==> src/rtl/pci_clkmode_pkg.sv <==
package pci_clkmode_pkg;

  localparam int RATE_N = 4;
  localparam int REG_W  = 2;

  typedef logic [RATE_N-1:0] rate_t;

  localparam rate_t RATE_33  = 4'b0001;
  localparam rate_t RATE_66  = 4'b0010;
  localparam rate_t RATE_100 = 4'b0100;
  localparam rate_t RATE_133 = 4'b1000;

  typedef struct packed {
    logic m66;
    logic pcix_cap;
    logic en133;
    logic hp_en;
    logic hp_single;
  } straps_t;

  // Rate decision from effective line level and straps.
  function automatic rate_t pick_rate(input logic pcix, input logic en133,
                                      input logic m66_eff);
    if (pcix)
      return en133 ? RATE_133 : RATE_100;
    return m66_eff ? RATE_66 : RATE_33;
  endfunction

  // True when a written register value requests the low-drive state.
  function automatic logic is_force_low(input logic [REG_W-1:0] val);
    return (val == '0);
  endfunction

endpackage

==> src/rtl/pci_strap_capture.sv <==
module pci_strap_capture
  import pci_clkmode_pkg::*;
(
  input  logic     clk,
  input  logic     rst_n,
  input  straps_t  straps_in,
  input  logic     wr_en,
  output straps_t  straps_q,
  output logic     cap_evt,
  output logic     first_cap
);

  logic armed_q;

  assign first_cap = armed_q;
  assign cap_evt   = armed_q | wr_en;

  always_ff @(posedge clk) begin
    if (!rst_n) begin
      armed_q  <= 1'b1;
      straps_q <= '0;
    end else begin
      armed_q <= 1'b0;
      if (cap_evt)
        straps_q <= straps_in;
    end
  end

  AST_ARM_ONCE: assert property (@(posedge clk) disable iff (!rst_n)
    !armed_q |=> !armed_q);

endmodule

==> src/rtl/pci_drive_ctrl.sv <==
module pci_drive_ctrl
  import pci_clkmode_pkg::*;
#(
  parameter logic [REG_W-1:0] RST_VAL = 2'b11
)(
  input  logic             clk,
  input  logic             rst_n,
  input  logic             first_cap,
  input  logic             hp_en,
  input  logic             hp_single,
  input  logic             single_q,
  input  logic             wr_en,
  input  logic [REG_W-1:0] wr_data,
  output logic             drive_low_q,
  output logic             pad_oe
);

  logic [REG_W-1:0] rate_reg_q;
  logic             set_hp;
  logic             set_sw;

  assign set_hp = first_cap & hp_en & ~hp_single;
  assign set_sw = wr_en & is_force_low(wr_data);

  always_ff @(posedge clk) begin
    if (!rst_n) begin
      rate_reg_q  <= RST_VAL;
      drive_low_q <= 1'b0;
    end else begin
      if (wr_en)
        rate_reg_q <= wr_data;
      if (set_hp | set_sw)
        drive_low_q <= 1'b1;
    end
  end

  assign pad_oe = drive_low_q & ~single_q;

  AST_STICKY_LOW: assert property (@(posedge clk) disable iff (!rst_n)
    drive_low_q |=> drive_low_q);
  AST_SINGLE_NO_OE: assert property (@(posedge clk) disable iff (!rst_n)
    single_q |-> !pad_oe);
  AST_REG_ZERO_LOW: assert property (@(posedge clk) disable iff (!rst_n)
    (rate_reg_q == '0) |-> drive_low_q);

endmodule

==> src/rtl/pci_mode_decide.sv <==
module pci_mode_decide
  import pci_clkmode_pkg::*;
(
  input  logic    clk,
  input  logic    rst_n,
  input  straps_t straps_q,
  input  logic    pad_oe,
  output rate_t   rate_sel,
  output logic    pcix_mode
);

  logic m66_eff;
  logic pcix_eff;

  // When driving, the line is known to be low and mode is conventional.
  assign m66_eff   = pad_oe ? 1'b0 : straps_q.m66;
  assign pcix_eff  = straps_q.pcix_cap & ~pad_oe;
  assign pcix_mode = pcix_eff;
  assign rate_sel  = pick_rate(pcix_eff, straps_q.en133, m66_eff);

  AST_ONEHOT_RATE: assert property (@(posedge clk) disable iff (!rst_n)
    $countones(rate_sel) == 1);
  AST_OE_CONV33: assert property (@(posedge clk) disable iff (!rst_n)
    pad_oe |-> (rate_sel == RATE_33 && !pcix_mode));
  AST_PCIX_FAST: assert property (@(posedge clk) disable iff (!rst_n)
    pcix_mode |-> (rate_sel[2] | rate_sel[3]));

endmodule

==> src/rtl/pci_clkmode_top.sv <==
module pci_clkmode_top
  import pci_clkmode_pkg::*;
#(
  parameter logic [REG_W-1:0] RST_VAL = 2'b11
)(
  input  logic             clk,
  input  logic             rst_n,
  input  logic             m66_in,
  input  logic             pcix_cap_in,
  input  logic             en133_in,
  input  logic             hp_en_in,
  input  logic             hp_single_in,
  input  logic             wr_en,
  input  logic [REG_W-1:0] wr_data,
  output logic [RATE_N-1:0] rate_sel,
  output logic             pcix_mode,
  output logic             m66_oe,
  output logic             m66_out
);

  straps_t straps_in;
  straps_t straps_q;
  logic    cap_evt;
  logic    first_cap;
  logic    drive_low_q;
  logic    pad_oe;
  rate_t   rate_w;

  assign straps_in = '{m66: m66_in, pcix_cap: pcix_cap_in, en133: en133_in,
                       hp_en: hp_en_in, hp_single: hp_single_in};

  pci_strap_capture u_cap (
    .clk       (clk),
    .rst_n     (rst_n),
    .straps_in (straps_in),
    .wr_en     (wr_en),
    .straps_q  (straps_q),
    .cap_evt   (cap_evt),
    .first_cap (first_cap)
  );

  pci_drive_ctrl #(.RST_VAL(RST_VAL)) u_drv (
    .clk         (clk),
    .rst_n       (rst_n),
    .first_cap   (first_cap),
    .hp_en       (hp_en_in),
    .hp_single   (hp_single_in),
    .single_q    (straps_q.hp_single),
    .wr_en       (wr_en),
    .wr_data     (wr_data),
    .drive_low_q (drive_low_q),
    .pad_oe      (pad_oe)
  );

  pci_mode_decide u_mode (
    .clk       (clk),
    .rst_n     (rst_n),
    .straps_q  (straps_q),
    .pad_oe    (pad_oe),
    .rate_sel  (rate_w),
    .pcix_mode (pcix_mode)
  );

  assign rate_sel = rate_w;
  assign m66_oe   = pad_oe;
  assign m66_out  = 1'b0;

  AST_DRIVE_LOW_VAL: assert property (@(posedge clk) disable iff (!rst_n)
    m66_oe |-> !m66_out);
  AST_HOLD_BETWEEN: assert property (@(posedge clk) disable iff (!rst_n)
    (!cap_evt && $past(rst_n)) |=> ($stable(rate_sel) && $stable(pcix_mode)));

endmodule

==> config.mk <==
export PLATFORM = sky130hd
export DESIGN_NAME = pci_clkmode_top
export DESIGN_NICKNAME = d
export VERILOG_FILES = /design/src/rtl/pci_clkmode_pkg.sv /design/src/rtl/pci_strap_capture.sv /design/src/rtl/pci_drive_ctrl.sv /design/src/rtl/pci_mode_decide.sv /design/src/rtl/pci_clkmode_top.sv
export SDC_FILE = /design/constraint.sdc
export NUM_CORES = 1
export LEC_CHECK = 0
export BUFFER_PORTS_ARGS = -buffer_cell sky130_fd_sc_hd__buf_2
export CAP_MARGIN = 20
export CORE_AREA = 2 2 39 41
export CTS_CLUSTER_DIAMETER = 60
export CTS_CLUSTER_SIZE = 28
export DETAILED_ROUTE_END_ITERATION = 8
export DIE_AREA = 0 0 41 43
export PLACE_DENSITY = 0.63
export SLEW_MARGIN = 0
export SYNTH_ARGS = -nofsm -noshare
export SYNTH_HDL_FRONTEND = slang
export SYNTH_HIERARCHICAL = 1
export SYNTH_SLANG_ARGS = --single-unit
==> constraint.sdc <==
create_clock -name clk -period 0.93 [get_ports clk]
set_input_delay 0.093 -clock clk [delete_from_list [all_inputs] [get_ports clk]]
set_output_delay 0.093 -clock clk [all_outputs]
set_load 0.03 [all_outputs]
# Yosys cells after proc, flatten, opt, wreduce, memory -nomap -nowiden
# Cells that the tools add are included.
word_totals:
  reg_bits: 6
  latch_bits: 0
  ramBits: 0
  rom_bits: 0
  inputBits: 10
  out_inout_bits: 7
  wordCells: 24
  mem_count: 0
classes:
  addsub: 0
  mul: 0
  div_mod_pow: 0
  magnitude_cmp: 0
  n_eq_ne: 0
  shift: 0
  mux: 7
  n_bitwise: 10
  reduce_logical: 1
op_table:
  columns: ["op", "count"]
  rows:
  - ["4-bit 2-to-1 mux", 3]
  - ["1-bit bitwise AND", 5]
  - ["1-bit 2-to-1 mux", 3]
  - ["1-bit NOT", 3]
  - ["2-bit logical NOT", 1]
  - ["2-bit 2-to-1 mux", 1]
  - ["1-bit bitwise OR", 2]

# Longest topological paths before layout
# Gate-level depths: netlist (run 1).
depth:
  depth_word: 6
  mapped_depth: 3
  mapped_depth_nobuf: 2

# Hierarchy
# Netlist (run 1), hierarchy kept.
by_module_without_submodules:
  columns: ["module", "n_inst", "cells_per_inst", "area_each_um2", "seq_area_each_um2"]
  rows:
  - ["pci_strap_capture", 1, 25, 239.0, 120.1]
  - ["pci_drive_ctrl", 1, 5, 51.3, 20.0]
  - ["pci_mode_decide", 1, 5, 42.5, 0.0]
  - ["pci_clkmode_top", 1, 2, 11.3, 0.0]

# Least setup slack after synthesis (run 1)
# No wires, ideal clock.
synth_path:
  kind: "register to output"
  start: "reg u_drv.drive_low_q"
  end: "out rate_sel[1]"
  arrival_ns: 1.338
  required_time_ns: 0.837
  path_slack_ns: -0.501
  path_stages_with_launch: 3
  n_path_buf: 0
  path_cell_list: "dfxtp_1 > nor2b_1 > nor3b_1"
synth_via:
  elab_chain_cells: 5
  elab_cells_between_ends: 7
  classes_between: "mux (4); bitwise (3)"
synth_lines:
  columns: ["item", "line_no", "source"]
  rows:
  - ["start: declaration", "pci_drive_ctrl.sv:14", "output logic drive_low_q,"]
  - ["start signal: assignment", "pci_drive_ctrl.sv:28", "drive_low_q <= 1'b0;"]
  - ["start signal: assignment", "pci_drive_ctrl.sv:33", "drive_low_q <= 1'b1;"]
  - ["1-bit bitwise AND (*)", "pci_drive_ctrl.sv:37", "assign pad_oe = drive_low_q & ~single_q;"]
  - ["net m66_oe", "pci_clkmode_top.sv:17", "output logic m66_oe,"]
  - ["1-bit NOT", "pci_mode_decide.sv:17", "assign pcix_eff = straps_q.pcix_cap & ~pad_oe;"]
  - ["1-bit bitwise AND", "pci_mode_decide.sv:17", null]
  - ["1-bit 2-to-1 mux", "pci_clkmode_pkg.sv:24", "if (pcix)"]
  - ["4-bit 2-to-1 mux (*)", "pci_clkmode_pkg.sv:26", "return m66_eff ? RATE_66 : RATE_33;"]
  - ["end: declaration", "pci_clkmode_top.sv:15", "output logic [RATE_N-1:0] rate_sel,"]
# Mark *: on every way through the listed nets, which the timed path passes. The rest lies on a longest branch.

# Worst setup path after layout (run 1)
layout_path:
  start: "reg u_drv.drive_low_q"
  end: "out rate_sel[3]"
layout_via:
  elab_chain_cells: 5
layout_lines:
  columns: ["item", "line_no"]
  rows:
  - ["1-bit bitwise AND", "pci_drive_ctrl.sv:37"]
  - ["1-bit NOT", "pci_mode_decide.sv:17"]
  - ["1-bit bitwise AND", "pci_mode_decide.sv:17"]
  - ["1-bit 2-to-1 mux", "pci_clkmode_pkg.sv:24"]
  - ["4-bit 2-to-1 mux", "pci_clkmode_pkg.sv:26"]
# Every way passes these cells.

==> implementation parameters, run 1 <==
Parameter                              Value

CTS
  Clock latency of the later-clocked register in the worst-skew pair    roughly 0.24 ns
  Total number of H-tree levels    1
  CTS Buf Count    3
  TritonCTS clock tree    yes
  Buffer type at the clock tree root    sky130_fd_sc_hd__clkbuf_4
  Total number of clock tree sinks    6
  CTS max path bufs    2
  Clock-pin slew on the worst setup and hold paths    around 0.05 ns

Die
  Area inside the core boundary    1380 um^2
  Area enclosed by the die boundary    1760 um^2
  Standard-cell rows    14
  Number of placed I/O pins    17
  Starting density of the core    0.220
  Height of the die    43 um
  Die width    approximately 40 um

Power
  Seq pwr share    0.413
  Cell-internal power    a little over 0.5 mW
  Comb pwr share    0.247
  Lkg Pwr    around 0.22 nW
  Power density cells    ~1500 nW/um^2
  Portion of total power attributed to the clock network    0.339
  IR drop worst, VDD    ~500 uV
  Sw Ratio    0.283
  Switching component of the power    approximately 0.20 mW

Global route
  Total Routing Usage GR    0.0964
  Global-route wire length before repair    ~1100 um
  Largest net degree at the start of global routing    11
  Via count of the first global-routing pass    approximately 270
  Initial antenna violation count    0
  Gr ovfl total    0

Drt
  Wirelength per Cell    a little over 10 um
  Drt first-iter violations    1
  Count of antenna-violating nets left after detailed routing    0
  Total routed wirelength    approximately 680 um
  DRC violations left    0
  Via total after detailed routing    289
  Mean number of vias per cell    roughly 4.3
  TritonRoute pass-1 iters    2

Critical path
  Path type of the worst setup path    reg -> out
  Crit path launch type    register
  Data required time at the worst endpoint    between 0.8 and 0.9 ns
  Nature of the critical path endpoint    primary output
  Worst Path Max Fanout    5
  WP data arrival    ~1.1 ns

Cells and area
  Commonest non-fill, non-tap cell in the layout    sky130_fd_sc_hd__buf_2
  Utilization after layout    0.344
  Area occupied by registers    roughly 120 um^2
  Number of diodes added for antenna fixing    0
  Number of standard cells in the final layout excluding fillers    67
  Fraction of final layout cells with drive strength greater than 1    0.647
  Area taken by multi-input logic gates    around 180 um^2
  Fill cell instance count of the final layout    roughly 160
  Most used cells in the layout excluding fill and tap cells    9 x sky130_fd_sc_hd__buf_2, 6 x sky130_fd_sc_hd__buf_4
  Area Overhead vs Synth    56.8%
  Total Nets Final    63

Yosys
  Netlist area before placement    around 300 um^2
  Synthesized area per cell    between 9 and 10 um^2
  Synthesized instance count    33
  Mapped Nets    43
  Number of synthesis warnings    6

Hold path
  Class of the most critical hold timing path    in -> reg

Placement
  Routability Congestion    roughly 0.65
  Worst-case setup slack after placement    -0.0844 ns
  Half-perimeter wire length after detailed placement    530 um
  Buffers added on ports    15
  Placed Instances    62

Timing
  Clock period minus final worst setup slack    1.20 ns
  Worst-case clock skew    0.000514 ns
  Final setup fails    6
  Unrepaired setup endpoints after global routing    yes
  Setup total negative slack    -1.23 ns
  Maximum frequency from static timing analysis    approximately 840 MHz
  Setup WS post-layout    -0.265 ns
  Max Transition Viols Final    0
  Final hold vios    0
  Final worst path period share    1.29

Run
  Maxcap violations    0

Outcome
  Outcome    finished with violations
  Violated checks    setup timing
-- final timing paths --
kind                                       start                             end  slack, ns  depth (start not counted)
hold reg to reg   u_cap/straps_q[4]$_SDFFE_PN0P_  u_cap/straps_q[4]$_SDFFE_PN0P_       0.49                          2
hold / removal                             rst_n         u_cap/first_cap$_DFF_P_        0.1                          2
setup / recovery  u_drv/drive_low_q$_SDFFE_PN0P_                     rate_sel[3]      -0.27                          3
setup reg to reg         u_cap/first_cap$_DFF_P_  u_drv/drive_low_q$_SDFFE_PN0P_       0.05                          2
-- sequential cells by signal, indices dropped and copies added, names as in the netlist --
| name | flops |
|---|---|
| u_drv/drive_low_q | 1 |
| u_cap/first_cap | 1 |
| u_cap/straps_q | 4 |
-- metrics by stage --
stage	instance area, um^2	hold WS (ns)	power [mW]
after detailed placement	408	0.349	0.444
after global routing	477	0.0993	0.747
after global placement	408	0.340	0.441
final	477	0.0999	0.707
after CTS	469	0.0885	0.719
after floorplan	322	0.221	0.398
-- area by class of cell --
class,instances,share of cell area
sequential,6,0.257
inverter,1,0.00787
timing repair buffer,18,0.260
tap,16,0.0420
multi-input combinational,23,0.386
clock buffer,3,0.0472
-- power by group through the flow --
stage	sequential, mW	clock (mW)	combinational, mW
floorplan	0.293	0	0.105
global placement	0.295	0	0.146
detailed placement	0.296	0	0.148
CTS	0.291	0.255	0.173
global route	0.294	0.264	0.189
finish	0.292	0.240	0.175
-- repair_timing --
item                       CTS  global route
buffers inserted             2             0
hold buffers                 0             0
resized for setup            9             3
pin swaps                    1             1
hold endpoints to repair     0             0
setup endpoints to repair    6             6
-- critical path: stages (launching register included) --
cell and delay [ns]:
sky130_fd_sc_hd__dfxtp_2 0.32, sky130_fd_sc_hd__nor2b_4 0.18, sky130_fd_sc_hd__and3b_2 0.23, sky130_fd_sc_hd__buf_6 0.13
-- routing by layer --
layer / GRT usage / wire length [um] / vias to the layer above
met5: 0 / 0 / -
met4: 0.0800 / 0 / 0
met3: 0.0314 / 56 / 0
met1: 0.113 / 291 / 126
met2: 0.134 / 327 / 11
li1: - / - / 152
Note: power is estimated with default switching activity, not from simulation.
==> run 2: changes to the inputs <==
--- a/config.mk
+++ b/config.mk
@@ -14,3 +14,3 @@
 export DIE_AREA = 0 0 41 43
-export PLACE_DENSITY = 0.63
+export PLACE_DENSITY = 0.58
 export SLEW_MARGIN = 0
@@ -18,3 +18,2 @@
 export SYNTH_HDL_FRONTEND = slang
-export SYNTH_HIERARCHICAL = 1
 export SYNTH_SLANG_ARGS = --single-unit
==> constraint.sdc (replaced) <==
create_clock -name clk -period 0.93 [get_ports clk]
set_input_delay 0.0465 -clock clk [delete_from_list [all_inputs] [get_ports clk]]
set_output_delay 0.0465 -clock clk [all_outputs]
set_load 0.03 [all_outputs]
==> implementation parameters, run 2 <==
Parameter                              Value

Global route
  Gr ovfl total    0 (unchanged)
  Global-route wire length before repair    1040 um (-5.1%)
  Total Routing Usage GR    0.0906 (-0.00575)
  Largest net degree at the start of global routing    10 (-1)
  Initial antenna violation count    0 (unchanged)
  Via count of the first global-routing pass    271 (unchanged)

Placement
  Buffers added on ports    15 (unchanged)
  Placed Instances    63 (+1.6%)
  Routability Congestion    0.580 (-11%)
  Worst-case setup slack after placement    0.000535 ns (+0.0849 ns)

Hold path
  Critical hold path startpoint    rst_n
  Worst hold path cell count    2 (unchanged)
  Class of the most critical hold timing path    in -> reg
  Endpoint, Worst Hold    u_drv.drive_low_q$_SDFFE_PN0P_

Outcome
  Outcome    finished with violations
  Violated checks    setup timing

Critical path
  Path type of the worst setup path    reg -> out
  Worst flop-to-flop path endpoint    u_cap.straps_q[0]$_SDFFE_PN0P_
  Data required time at the worst endpoint    0.88 ns (+0.04 ns)
  Setup slack on the worst flop-to-flop path    0.03 ns (-0.02 ns)
  Nature of the critical path endpoint    primary output
  WP data arrival    1.07 ns (-0.03 ns)
  Critical path buffers and inverters    2 (+1)
  Reg2Reg Depth    2 (unchanged)
  Stage delay of the slowest cell on the critical path    0.32 ns (about the same)
  Cell with the biggest individual delay on the critical path    sky130_fd_sc_hd__dfxtp_2
  Worst Path Max Fanout    4 (-1)
  Kind of cell adding the most delay to the critical path    flip-flops
  Worst flop-to-flop path startpoint    u_cap.first_cap$_DFF_P_
  Ordered cell list for the critical path    nand2b_4 > inv_4 > nor3b_4 > buf_6
  Crit path launch type    register

Timing
  Setup WS post-layout    -0.190 ns (+0.0757 ns)
  Final hold vios    0 (unchanged)
  Max Transition Viols Final    0 (unchanged)
  Worst-case clock skew    0.00565 ns (+0.00513 ns)
  Setup total negative slack    -0.857 ns (+0.376 ns)
  Clock period minus final worst setup slack    1.12 ns (-0.0757 ns)
  Minimum hold slack    0.0364 ns (-0.0635 ns)
  Final worst path period share    1.20 (-0.0814)
  Maximum frequency from static timing analysis    893 MHz (+6.8%)
  Final setup fails    6 (unchanged)
  Unrepaired setup endpoints after global routing    yes

CTS
  CTS Buf Count    3 (unchanged)
  Buffer type at the clock tree root    sky130_fd_sc_hd__clkbuf_4
  CTS max path bufs    2 (unchanged)
  Total number of clock tree sinks    6 (unchanged)
  TritonCTS clock tree    yes
  Clock-pin slew on the worst setup and hold paths    0.05 ns (about the same)
  Cts hold-fix bufs    0 (unchanged)
  Total number of H-tree levels    1 (unchanged)
  Clock latency of the later-clocked register in the worst-skew pair    0.25 ns (about the same)
  Post-CTS repair timing setup buffer count    0 (-2)

Die
  Area enclosed by the die boundary    1760 um^2 (unchanged)
  Standard-cell rows    14 (unchanged)
  Number of placed I/O pins    17 (unchanged)
  Starting density of the core    0.204 (-0.0154)
  Die width    41 um (unchanged)
  Area inside the core boundary    1380 um^2 (unchanged)
  Height of the die    43 um (unchanged)

Yosys
  Yosys cell types    15
  Number of register bits inferred by synthesis    6
  Commonest cells in the synthesized netlist    6 x sky130_fd_sc_hd__dfxtp_1, 5 x sky130_fd_sc_hd__o21ai_0, 4 x sky130_fd_sc_hd__a21oi_1, 4 x sky130_fd_sc_hd__or3b_1, 2 x sky130_fd_sc_hd__nor3b_1
  Ys flop type    sky130_fd_sc_hd__dfxtp_1
  Synthesized area per cell    9.12 um^2 (-1.0%)
  Sequential cell area fraction in the yosys report    0.425
  Cells taking the most area after synthesis    sky130_fd_sc_hd__dfxtp_1 42%, sky130_fd_sc_hd__or3b_1 12%, sky130_fd_sc_hd__o21ai_0 8.8%
  Post-synth ARST share    0
  Mapped Nets    41 (-4.7%)
  Number of synthesis warnings    0 (-6)
  Count of flip-flops with a built-in enable after synthesis    0
  Netlist area before placement    283 um^2 (-7.0%)
  Largest area contributor in the netlist    sky130_fd_sc_hd__dfxtp_1
  Synthesized instance count    31 (-6.1%)
  Area share of the leading cell type in the synthesized netlist    0.425
  Count leader, synth    sky130_fd_sc_hd__dfxtp_1

Drt
  Count of antenna-violating nets left after detailed routing    0 (unchanged)
  DRC violations left    0 (unchanged)
  Total routed wirelength    667 um (-1.3%)
  Mean number of vias per cell    4.39 (+1.9%)
  Via total after detailed routing    290 (+0.35%)
  Wirelength per Cell    10.1 um (+0.16%)
  TritonRoute pass-1 iters    2 (unchanged)
  Drt first-iter violations    2 (+1)

Cells and area
  Number of standard cells in the final layout excluding fillers    66 (-1.5%)
  Fill cell instance count of the final layout    147 (-5.8%)
  Most used cells in the layout excluding fill and tap cells    10 x sky130_fd_sc_hd__buf_2, 4 x sky130_fd_sc_hd__or3b_1, 4 x sky130_fd_sc_hd__o21ai_0, 4 x sky130_fd_sc_hd__buf_4
  Register ranked first by flip-flop count    u_cap.straps_q
  Fraction of final layout cells with drive strength greater than 1    0.580 (-0.0671)
  Largest register FFs    4 (unchanged)
  Total Nets Final    62 (-1.6%)
  Utilization after layout    0.336 (-0.00814)
  Commonest non-fill, non-tap cell in the layout    sky130_fd_sc_hd__buf_2
  Area taken by multi-input logic gates    175 um^2 (-4.8%)
  Area occupied by registers    124 um^2 (+1.0%)
  Area Overhead vs Synth    64.6%
  Number of diodes added for antenna fixing    0 (unchanged)

Run
  Maxcap violations    0 (unchanged)

Power
  Power density cells    1480 nW/um^2 (about the same)
  IR drop worst, VDD    605 uV (+21%)
  Lkg Pwr    0.211 nW (-2.8%)
-- run 2: area by class of cell --
| type | count | share of cell area |
|---|---|---|
| flip-flops and latches | 6 | 0.266 |
| clock buffers | 3 | 0.0484 |
| inverters | 2 | 0.0215 |
| repair buffers | 17 | 0.245 |
| well taps | 16 | 0.0430 |
| multi-input cells | 22 | 0.376 |
-- run 2: kinds of logic (layout without fill, tap and decap cells) --
logic type	Yosys count	count (layout)	synth area share
AOI/OAI and AO/OA	10	10	0.190
buffers and inverters	3	22	0.0531
other	1	1	0.0133
DFF	6	6	0.425
and+or+nand+nor	11	11	0.319
-- run 2: routing by layer --
layer | global-route usage | wire [um]
met5 | 0 | 0
met4 | 0.0200 | 0
met3 | 0.0785 | 68
met2 | 0.144 | 362
met1 | 0.0844 | 235
-- run 2: power breakdown --
group | internal (mW) | switching (mW)
clock network | 0.146 | 0.0941
logic | 0.0744 | 0.0844
registers | 0.276 | 0.0146
-- run 2: how the worst max path moves through the flow --
stage                                endpoint                      startpoint  slack, ns  cells past startpoint
3_3_place_gp   u_cap.straps_q[3]$_SDFFE_PN0P_  u_cap.straps_q[3]$_SDFFE_PN0P_       0.01                      2
2_1_floorplan                     rate_sel[1]  u_cap.straps_q[0]$_SDFFE_PN0P_      -0.06                      3
5_1_grt                           rate_sel[1]  u_cap.straps_q[0]$_SDFFE_PN0P_      -0.26                      4
4_1_cts                           rate_sel[1]  u_cap.straps_q[0]$_SDFFE_PN0P_      -0.19                      4
6_report                          rate_sel[2]  u_cap.straps_q[0]$_SDFFE_PN0P_      -0.19                      4
3_5_place_dp   u_cap.straps_q[3]$_SDFFE_PN0P_  u_cap.straps_q[3]$_SDFFE_PN0P_     0.0005                      2
-- run 2: repair_timing --
action                                  CTS  global route
hold endpoints to repair                  0             0
gates cloned                              0             0
pin swaps                                 2             0
gates resized for setup                  10             2
endpoints found under the setup margin    7            11
-- run 2: metrics by stage --
| step | total power [mW] | cell area (um^2) |
|---|---|---|
| finish | 0.690 | 465 |
| global route | 0.731 | 465 |
| CTS | 0.701 | 460 |
| detailed placement | 0.438 | 412 |
| global placement | 0.437 | 412 |
| floorplan | 0.386 | 309 |
==> run 3: changes to the inputs <==
- CTS_CLUSTER_DIAMETER: 60 -> 100
- PLACE_DENSITY: 0.58 -> 0.52
- clock period: 0.93 -> 1.4 ns (I/O delays scaled with it)
==> implementation parameters, run 3 (synthesis gave the netlist of run 2 again) <==
Parameter                              Value

Global route
  Global-route wire length before repair    945 um (-9.2%)
  Largest net degree at the start of global routing    10 (unchanged)
  Gr ovfl total    0 (unchanged)
  Total Routing Usage GR    0.0845 (-0.00613)
  Via count of the first global-routing pass    241 (-11%)
  Initial antenna violation count    0 (unchanged)

CTS
  CTS max path bufs    2 (unchanged)
  Clock latency of the later-clocked register in the worst-skew pair    0.25 ns (about the same)
  Cts hold-fix bufs    0 (unchanged)
  Total number of clock tree sinks    6 (unchanged)
  CTS Buf Count    3 (unchanged)
  Post-CTS repair timing setup buffer count    0 (unchanged)
  Clock-pin slew on the worst setup and hold paths    0.05 ns (about the same)
  Total number of H-tree levels    1 (unchanged)
  TritonCTS clock tree    yes
  Buffer type at the clock tree root    sky130_fd_sc_hd__clkbuf_4
  CTS resizes    0 (-10)

Die
  Number of placed I/O pins    17 (unchanged)
  Height of the die    43 um (unchanged)
  Starting density of the core    0.204 (unchanged)
  Area inside the core boundary    1380 um^2 (unchanged)
  Area enclosed by the die boundary    1760 um^2 (unchanged)
  Die width    41 um (unchanged)
  Standard-cell rows    14 (unchanged)

Placement
  Routability Congestion    0.663 (+14%)
  Buffers added on ports    15 (unchanged)
  DP Area    370 um^2 (-10%)
  Worst-case setup slack after placement    0.420 ns (+0.420 ns)

Cells and area
  Final instance area    393 um^2 (-16%)
  Commonest non-fill, non-tap cell in the layout    sky130_fd_sc_hd__buf_2
  Area taken by multi-input logic gates    148 um^2 (-16%)
  Fraction of final layout cells with drive strength greater than 1    0.417 (-0.163)
  Fill cell instance count of the final layout    154 (+4.8%)
  Area Overhead vs Synth    38.9%
  Register ranked first by flip-flop count    u_cap.straps_q
  Total Nets Final    60 (-3.2%)
  Largest register FFs    4 (unchanged)
  Most used cells in the layout excluding fill and tap cells    15 x sky130_fd_sc_hd__buf_2, 6 x sky130_fd_sc_hd__dfxtp_1, 5 x sky130_fd_sc_hd__o21ai_0
  Number of diodes added for antenna fixing    0 (unchanged)
  Area occupied by registers    120 um^2 (-3.0%)

Timing
  Unrepaired setup endpoints after global routing    no
  Clock period minus final worst setup slack    between 1 and 1.5 ns
  Maximum frequency from static timing analysis    a little under 800 MHz
  Setup total negative slack    0 ns (+0.857 ns)
  Final worst path period share    0.906
  Max Transition Viols Final    0 (unchanged)
  Setup WS post-layout    0.132 ns (+0.321 ns)
  Final hold vios    0 (unchanged)
  Final setup fails    0 (-6)
  Worst-case clock skew    0.00627 ns (+0.000628 ns)

Drt
  Drt first-iter violations    3 (+1)
  Count of antenna-violating nets left after detailed routing    0 (unchanged)
  Mean number of vias per cell    4.41 (+0.28%)
  Total routed wirelength    619 um (-7.2%)
  DRC violations left    0 (unchanged)
  TritonRoute pass-1 iters    4 (+2)
  Wirelength per Cell    9.67 um (-4.3%)
  Via total after detailed routing    282 (-2.8%)

Run
  Maxcap violations    0 (unchanged)

Critical path
  Setup slack on the worst flop-to-flop path    0.47 ns (+0.44 ns)
  Critical Path Sink    rate_sel[2]
  Cell with the biggest individual delay on the critical path    sky130_fd_sc_hd__dfxtp_1
  Data required time at the worst endpoint    1.33 ns (+0.45 ns)
  Stages on worst setup path    4 (unchanged)
  Path type of the worst setup path    reg -> out
  Reg2Reg Depth    2 (unchanged)
  Stage delay of the slowest cell on the critical path    0.31 ns (about the same)
  Worst setup startpoint    u_cap.straps_q[0]$_SDFFE_PN0P_
  WP data arrival    1.20 ns (+0.13 ns)
  Critical path buffers and inverters    2 (unchanged)
  Nature of the critical path endpoint    primary output
  Worst flop-to-flop path startpoint    u_cap.straps_q[3]$_SDFFE_PN0P_
  Crit path launch type    register
  Worst Path Max Fanout    4 (unchanged)
  Kind of cell adding the most delay to the critical path    simple AND/OR/NAND/NOR gates
  Ordered cell list for the critical path    nand2b_1 > inv_2 > nor3b_1 > buf_2
  Worst flop-to-flop path endpoint    u_cap.straps_q[3]$_SDFFE_PN0P_

Power
  Lkg Pwr    0.188 nW (-11%)
  Power density cells    1100 nW/um^2 (-26%)
  IR drop worst, VDD    364 uV (-40%)
  Sum of internal, switching and leakage power    0.432 mW (-37%)

Outcome
  Outcome    completed

Hold path
  Class of the most critical hold timing path    in -> reg
## run 3: cell types whose count changed in the layout (fill, tap and decap cells not counted), sizes merged
| cell | before | now |
|---|---|---|
| buf | 17 | 15 |
## run 3: layout make-up
cell class,count,area share
tap,16,0.0510
inverter,2,0.0191
clock buffer,3,0.0573
sequential,6,0.306
multi-input combinational,22,0.376
timing repair buffer,15,0.191
## run 3: layer usage
layer,vias to the layer above,GRT usage,wire length [um]
li1,147,-,-
met1,120,0.0939,296
met2,13,0.109,226
met3,2,0.0733,83
met4,0,0.0400,13
met5,-,0,0
## run 3: worst min-delay path by stage
stage                                     endpoint  start  slack [ns]  cells after the start
floorplan                  u_cap.first_cap$_DFF_P_  rst_n        0.18                      1
global placement    u_drv.drive_low_q$_SDFFE_PN0P_  rst_n        0.30                      2
detailed placement  u_drv.drive_low_q$_SDFFE_PN0P_  rst_n        0.31                      2
CTS                 u_drv.drive_low_q$_SDFFE_PN0P_  rst_n        0.05                      2
global route        u_drv.drive_low_q$_SDFFE_PN0P_  rst_n        0.06                      2
finish              u_drv.drive_low_q$_SDFFE_PN0P_  rst_n        0.05                      2
## run 3: per-stage QoR
stage,hold WS [ns],util,std cells
after floorplan,0.181,-,31
after global placement,0.304,0.268,61
after detailed placement,0.313,0.268,61
after CTS,0.0548,0.284,64
after global routing,0.0576,0.284,64
final,0.0541,0.284,64
## run 3: worst reg2reg max path: stages (launching register included)
cell                      delay [ns]
sky130_fd_sc_hd__dfxtp_1        0.38
sky130_fd_sc_hd__or3b_1         0.36
sky130_fd_sc_hd__a21oi_1        0.12
## run 3: report_power, final
part	switching, mW	internal [mW]
clock	0.0638	0.0971
combinational	0.0489	0.0313
sequential	0.00855	0.182
total	0.121	0.311
